[src/rtl/tchk_pkg.sv]
package tchk_pkg;
  localparam int WORD_W  = 33;
  localparam int BOX_BIT = 32;
  localparam int TAG_LSB = 26;
  localparam int TAG_W   = 6;

  typedef enum logic [1:0] {
    BOX_COPY = 2'b00,
    BOX_INV  = 2'b01,
    BOX_CLR  = 2'b10,
    BOX_SET  = 2'b11
  } boxctl_e;
endpackage

[src/rtl/tchk_keyform.sv]
module tchk_keyform
  import tchk_pkg::*;
#(
  parameter int LUT_TAG_W = 2,
  parameter int OP_W      = 2,
  parameter int MODE_W    = 2,
  localparam int KEY_W    = 2 * (1 + LUT_TAG_W) + OP_W + MODE_W
) (
  input  logic [WORD_W-1:0] left,
  input  logic [WORD_W-1:0] right,
  input  logic [OP_W-1:0]   op,
  input  logic [MODE_W-1:0] mode,
  output logic [KEY_W-1:0]  key
);
  logic [LUT_TAG_W-1:0] ltag, rtag;

  assign ltag = left[TAG_LSB +: LUT_TAG_W];
  assign rtag = right[TAG_LSB +: LUT_TAG_W];
  assign key  = {left[BOX_BIT], ltag, right[BOX_BIT], rtag, op, mode};
endmodule

[src/rtl/tchk_stage.sv]
module tchk_stage #(
  parameter int DATA_W = 16
) (
  input  logic              clk,
  input  logic              rst_n,
  input  logic              in_valid,
  output logic              in_ready,
  input  logic [DATA_W-1:0] in_data,
  output logic              out_valid,
  input  logic              out_ready,
  output logic [DATA_W-1:0] out_data
);
  logic              vld_q;
  logic [DATA_W-1:0] dat_q;

  assign in_ready  = !vld_q || out_ready;
  assign out_valid = vld_q;
  assign out_data  = dat_q;

  always_ff @(posedge clk) begin
    if (!rst_n) begin
      vld_q <= 1'b0;
      dat_q <= '0;
    end else if (in_ready) begin
      vld_q <= in_valid;
      if (in_valid) dat_q <= in_data;
    end
  end

  assert_take_shows_R2: assert property (@(posedge clk) disable iff (!rst_n)
    (in_valid && in_ready) |=> out_valid);
  assert_stall_holds_R2: assert property (@(posedge clk) disable iff (!rst_n)
    (out_valid && !out_ready) |=> (out_valid && $stable(out_data)));
endmodule

[src/rtl/tchk_perm_mem.sv]
module tchk_perm_mem #(
  parameter int KEY_W = 10,
  localparam int DEPTH = 1 << KEY_W
) (
  input  logic             clk,
  input  logic             rst_n,
  input  logic [KEY_W-1:0] rd_key,
  output logic             rd_bit,
  input  logic             we,
  input  logic [KEY_W-1:0] wr_key,
  input  logic             wr_bit
);
  logic [DEPTH-1:0] bits_q;

  assign rd_bit = bits_q[rd_key];

  always_ff @(posedge clk) begin
    if (!rst_n) bits_q <= '0;
    else if (we) bits_q[wr_key] <= wr_bit;
  end

  assert_write_lands_R5: assert property (@(posedge clk) disable iff (!rst_n)
    we |=> (bits_q[$past(wr_key)] == $past(wr_bit)));
endmodule

[src/rtl/tchk_boxsel.sv]
module tchk_boxsel
  import tchk_pkg::*;
(
  input  logic    left_box,
  input  boxctl_e ctl,
  output logic    res_box
);
  always_comb begin
    unique case (ctl)
      BOX_COPY: res_box = left_box;
      BOX_INV:  res_box = !left_box;
      BOX_CLR:  res_box = 1'b0;
      default:  res_box = 1'b1;
    endcase
  end
endmodule

[src/rtl/tchk_top.sv]
module tchk_top
  import tchk_pkg::*;
#(
  parameter int LUT_TAG_W = 2,
  parameter int OP_W      = 2,
  parameter int MODE_W    = 2,
  localparam int KEY_W    = 2 * (1 + LUT_TAG_W) + OP_W + MODE_W,
  localparam int DATA_W   = KEY_W + 6
) (
  input  logic              clk,
  input  logic              rst_n,
  input  logic              in_valid,
  output logic              in_ready,
  input  logic [WORD_W-1:0] in_left,
  input  logic [WORD_W-1:0] in_right,
  input  logic [OP_W-1:0]   in_op,
  input  logic              in_chk_en,
  input  logic [1:0]        in_boxctl,
  input  logic              in_wr,
  input  logic              in_wr_bit,
  input  logic              mode_we,
  input  logic [MODE_W-1:0] mode_wdata,
  input  logic              trap_mask,
  output logic              out_valid,
  input  logic              out_ready,
  output logic              out_ok,
  output logic              out_boxed,
  output logic              out_trap
);
  logic [MODE_W-1:0] mode_q;
  logic [KEY_W-1:0]  in_key, q_key;
  logic [DATA_W-1:0] st_in, st_out;
  logic              q_chk, q_boxl, q_wr, q_wbit;
  logic [1:0]        q_bc;
  logic              perm_bit, mem_we;

  always_ff @(posedge clk) begin
    if (!rst_n) mode_q <= '0;
    else if (mode_we) mode_q <= mode_wdata;
  end

  tchk_keyform #(.LUT_TAG_W(LUT_TAG_W), .OP_W(OP_W), .MODE_W(MODE_W)) u_key (
    .left(in_left), .right(in_right), .op(in_op), .mode(mode_q), .key(in_key));

  assign st_in = {in_key, in_chk_en, in_left[BOX_BIT], in_boxctl, in_wr, in_wr_bit};

  tchk_stage #(.DATA_W(DATA_W)) u_stage (
    .clk(clk), .rst_n(rst_n),
    .in_valid(in_valid), .in_ready(in_ready), .in_data(st_in),
    .out_valid(out_valid), .out_ready(out_ready), .out_data(st_out));

  assign {q_key, q_chk, q_boxl, q_bc, q_wr, q_wbit} = st_out;
  assign mem_we = out_valid && out_ready && q_wr;

  tchk_perm_mem #(.KEY_W(KEY_W)) u_mem (
    .clk(clk), .rst_n(rst_n),
    .rd_key(q_key), .rd_bit(perm_bit),
    .we(mem_we), .wr_key(q_key), .wr_bit(q_wbit));

  tchk_boxsel u_box (.left_box(q_boxl), .ctl(boxctl_e'(q_bc)), .res_box(out_boxed));

  assign out_ok   = perm_bit;
  assign out_trap = out_valid && q_chk && !perm_bit && !trap_mask && !q_wr;

  assert_mode_load_R4: assert property (@(posedge clk) disable iff (!rst_n)
    mode_we |=> (mode_q == $past(mode_wdata)));
  assert_trap_needs_deny_R6: assert property (@(posedge clk) disable iff (!rst_n)
    out_trap |-> (out_valid && !out_ok));
  assert_trap_quiet_R7: assert property (@(posedge clk) disable iff (!rst_n)
    out_trap |-> (!trap_mask && !q_wr));
  assert_force_boxed_R8: assert property (@(posedge clk) disable iff (!rst_n)
    (out_valid && q_bc == 2'b11) |-> out_boxed);
endmodule

[config.mk]
export PLATFORM = sky130hd
export DESIGN_NAME = tchk_top
export DESIGN_NICKNAME = d
export VERILOG_FILES = /design/src/rtl/tchk_pkg.sv /design/src/rtl/tchk_keyform.sv /design/src/rtl/tchk_stage.sv /design/src/rtl/tchk_perm_mem.sv /design/src/rtl/tchk_boxsel.sv /design/src/rtl/tchk_top.sv
export SDC_FILE = /design/constraint.sdc
export NUM_CORES = 2
export LEC_CHECK = 0
export ABC_CLOCK_PERIOD_IN_PS = 6000
export BUFFER_PORTS_ARGS = -buffer_cell sky130_fd_sc_hd__buf_2
export CAP_MARGIN = 40
export CORE_MARGIN = 2
export CORE_UTILIZATION = 44
export DETAILED_ROUTE_END_ITERATION = 7
export SLEW_MARGIN = 15
export SYNTH_ARGS = -nofsm -noshare
export SYNTH_HDL_FRONTEND = slang
export SYNTH_SLANG_ARGS = --single-unit
export TNS_END_PERCENT = 30
[constraint.sdc]
create_clock -name clk -period 6 [get_ports clk]
set_clock_uncertainty 0.2 [all_clocks]
set_input_delay 0.6 -clock clk [delete_from_list [all_inputs] [get_ports clk]]
set_output_delay 0.6 -clock clk [all_outputs]
set_load 0.1 [all_outputs]
==> impl_metrics.tcl <==
set metrics [dict create \
    status "finished clean" \
    synth_cell_types 44 \
    fmax_mhz 168 \
    period_share_pct 99.2 \
    startpoint_type "flip-flop" \
    gp_congestion 0.897 \
    drc 0 \
    yosysWarnings 0 \
    cp_cell_sequence "buf_4 > or4b_2 > buf_12 > o22ai_1 > nor4_1 > a31oi_1 > nand4_1 > nand2_1 > or4_4 > buf_2" \
    hpwl_mm 127 \
    yosys.area_share.adder_pct 0 \
    synth-edff-count 0 \
    netlist_top_cells_area "dfxtp_1, a21boi_0, o21ai_0, nand3_1, mux2i_1" \
    initialDrtViolationCount 7677 \
    worst_pin_slew_ns 1.24 \
    synth.area.mux_share_pct 10.1 \
    setup_viol 0 \
    synth_area_um2 50900 \
    ant_nets 0 \
    die_h_um 344 \
    route.vias.total 49056 \
    switching_share_pct 24.3 \
    p_switching_mw 3.64 \
    peakVddDrop_v 0.000217 \
    power_frac_seq_pct 46.5 \
    htreeDepth 3 \
    synth_top_cell_by_area "dfxtp_1" \
    whs_ns 0.0875 \
    synth_common_cells "o21ai_0, dfxtp_1, nand3_1" \
    max_stage_delay_ns 0.89 \
    clk_latency_ns 0.72 \
    hp-class "input pin to flip-flop" \
    tritoncts "built" \
    clockPowerShare_pct 47.9 \
    critPathSlowestCell "or4b_2" \
    grt_max_degree 255 \
    port_buffers 25 \
    criticalPathCategory "flip-flop to output port" \
    end_kind "output port" \
    clock_sinks 1042 \
    rows 124 \
    pre_cts_ws_ns 0.822 \
    power_leakage_nw 16.2 \
    n_antenna_cell 0 \
    synth_top_area_share_pct 41.0 \
    layout_setup_ws_ns 0.0479 \
    cts_buffer_depth 3 \
    drt-total-wl_mm 217 \
    grt_pass1_vias 45335 \
    ys_ff_latch 1042 \
    fin_setup_tns_ns 0 \
    post_drt_wl_per_cell_um 29.9 \
    cp_max_fo 21 \
    syn_nets 6104 \
    slew_headroom_pct 17.3 \
    antenna_found_initial 9 \
    postSynthAreaPerCell_um2 8.45 \
    die_area_um2 118000 \
    maxCapViolCount 0 \
    worstPathRequired_ns 5.20 \
    period_needed_ns 5.95 \
    synth_top_family_by_area "compound AO/OA/AOI/OAI gates" \
    synth_ff_type "dfxtp_1" \
    seq_area_frac_synth_pct 41.0 \
    combPwrFrac_pct 5.5 \
    async_reset_ff_share_pct 0 \
    rsz0062_at_grt "no" \
    initial_utilization_pct 44.4 \
    grt_overflow 0 \
    final_hold_viol_count 0 \
    nets 5767 \
    vias_per_cell 6.73 \
    core-area_um2 115000 \
    first_pass_iters 8 \
    drv_slew 0 \
    postLayoutCoreUtil_pct 50.0 \
    grt_pass1_wl_mm 315 \
    post-synth-top-count-cell "o21ai_0" \
    area_growth_pct 12.4 \
    synth_xor_xnor_area_share_pct 0.0172 \
    synthCells 6023 \
    grt_use_total_pct 35.4 \
    layout-drive-gt1-share_pct 10.1 \
    arrival_ns 5.15 \
    synth-compound-area-share_pct 29.1 \
    cts_made_buffers 114 \
    power_density_nw_per_um2 261 \
    die_x_um 344 \
    path_clk_slew_ns 0.06 \
    num_io_pins 86 \
    yosys.area_share.simple_pct 13.4 \
    p_int_mw 11.3 \
    cts-root-buf "clkbuf_16" \
]
## worst paths after layout
kind	start	slack [ns]	end	cells past startpoint
setup / recovery	u_stage.out_data[8]$_SDFFE_PN0P_	0.05	out_ok	10
hold / removal	out_ready	0.09	u_stage.out_valid$_SDFFE_PN0N_	3
setup reg to reg	u_stage.out_data[7]$_SDFFE_PN0P_	1.83	u_mem.bits_q[806]$_SDFFE_PN0P_	8
hold reg to reg	u_mem.bits_q[600]$_SDFFE_PN0P_	0.27	u_mem.bits_q[600]$_SDFFE_PN0P_	2
## layer usage
layer,GRT usage [%],wire [µm],vias up
met1,46.8,85100,24117
met4,21.1,14400,10
met3,6.66,22900,736
met5,0,80,-
met2,53.7,95000,2958
li1,-,-,21235
## state kept, by name, summed over array words and instances, names as in the netlist
signal             cells
u_mem.bits_q        1024
u_stage.out_valid      1
mode_q                 2
u_stage.out_data      15
## power groups by stage
stage	Combinational, mW	Sequential [mW]	Clock [mW]
5_1_grt	0.842	6.95	7.45
6_report	0.829	6.96	7.16
3_5_place_dp	0.786	7.11	0
4_1_cts	0.796	6.96	7.17
2_1_floorplan	0.520	7.09	0
3_3_place_gp	0.764	7.11	0
## cell usage in the layout, fill, tap and decap left out, types with 8 or more instances in the layout
| cell type | count |
|---|---|
| buf_16 | 21 |
| dlygate4sd3_1 | 18 |
| o21ai_0 | 1054 |
| buf_8 | 26 |
| bufinv_16 | 8 |
| clkbuf_8 | 18 |
| buf_2 | 25 |
| nor2_2 | 30 |
| mux2i_1 | 514 |
| a21boi_0 | 961 |
| buf_4 | 176 |
| nand3_1 | 1030 |
| nand2_1 | 75 |
| o22ai_1 | 200 |
| o2111ai_1 | 26 |
| o22a_1 | 24 |
| nor4_1 | 29 |
| dfxtp_1 | 1037 |
| nand2_2 | 28 |
| nor2_4 | 31 |
| a21boi_1 | 79 |
| buf_12 | 40 |
| nor3_1 | 35 |
| clkinv_2 | 15 |
| nor2_1 | 24 |
| clkbuf_16 | 117 |
| clkbuf_1 | 35 |
## cells by family after synthesis
family | Yosys count
AO/OA/AOI/OAI | 2352
AND/OR/NAND/NOR | 1354
flip-flops | 1042
buffers and inverters | 760
multiplexers | 514
XOR/XNOR | 1
## through the flow
step	power, mW	instances	instance area [µm²]
2_1_floorplan	7.61	6023	50900
3_3_place_gp	7.87	7002	52100
3_5_place_dp	7.89	7062	53300
4_1_cts	14.9	7282	57200
5_1_grt	15.2	7284	57200
6_report	14.9	7284	57200
## repair_timing
item / CTS / global route
hold endpoints to repair: 16 / 0
endpoints found under the setup margin: 0 / 1
resized for setup: 0 / 3
hold buffers: 18 / 0
setup buffers: 0 / 0
## worst max-delay path, delay by kind of cell, from the launching register on
family                 cells  cell delay (ns)
and+or+nand+nor            5             1.77
buffers and inverters      3             1.12
AOI/OAI and AO/OA          2             0.76
DFF                        1             0.73
## final cells by class
cell class	instances	area, µm²
timing repair buffer	306	3400
clock inverter	32	399
clock buffer	170	3310
multi-input combinational	4221	27300
sequential	1042	20900
fill	10636	57300
tap	1512	1890
inverter	1	3.75
No activity file was read; power rests on OpenSTA's default activity.
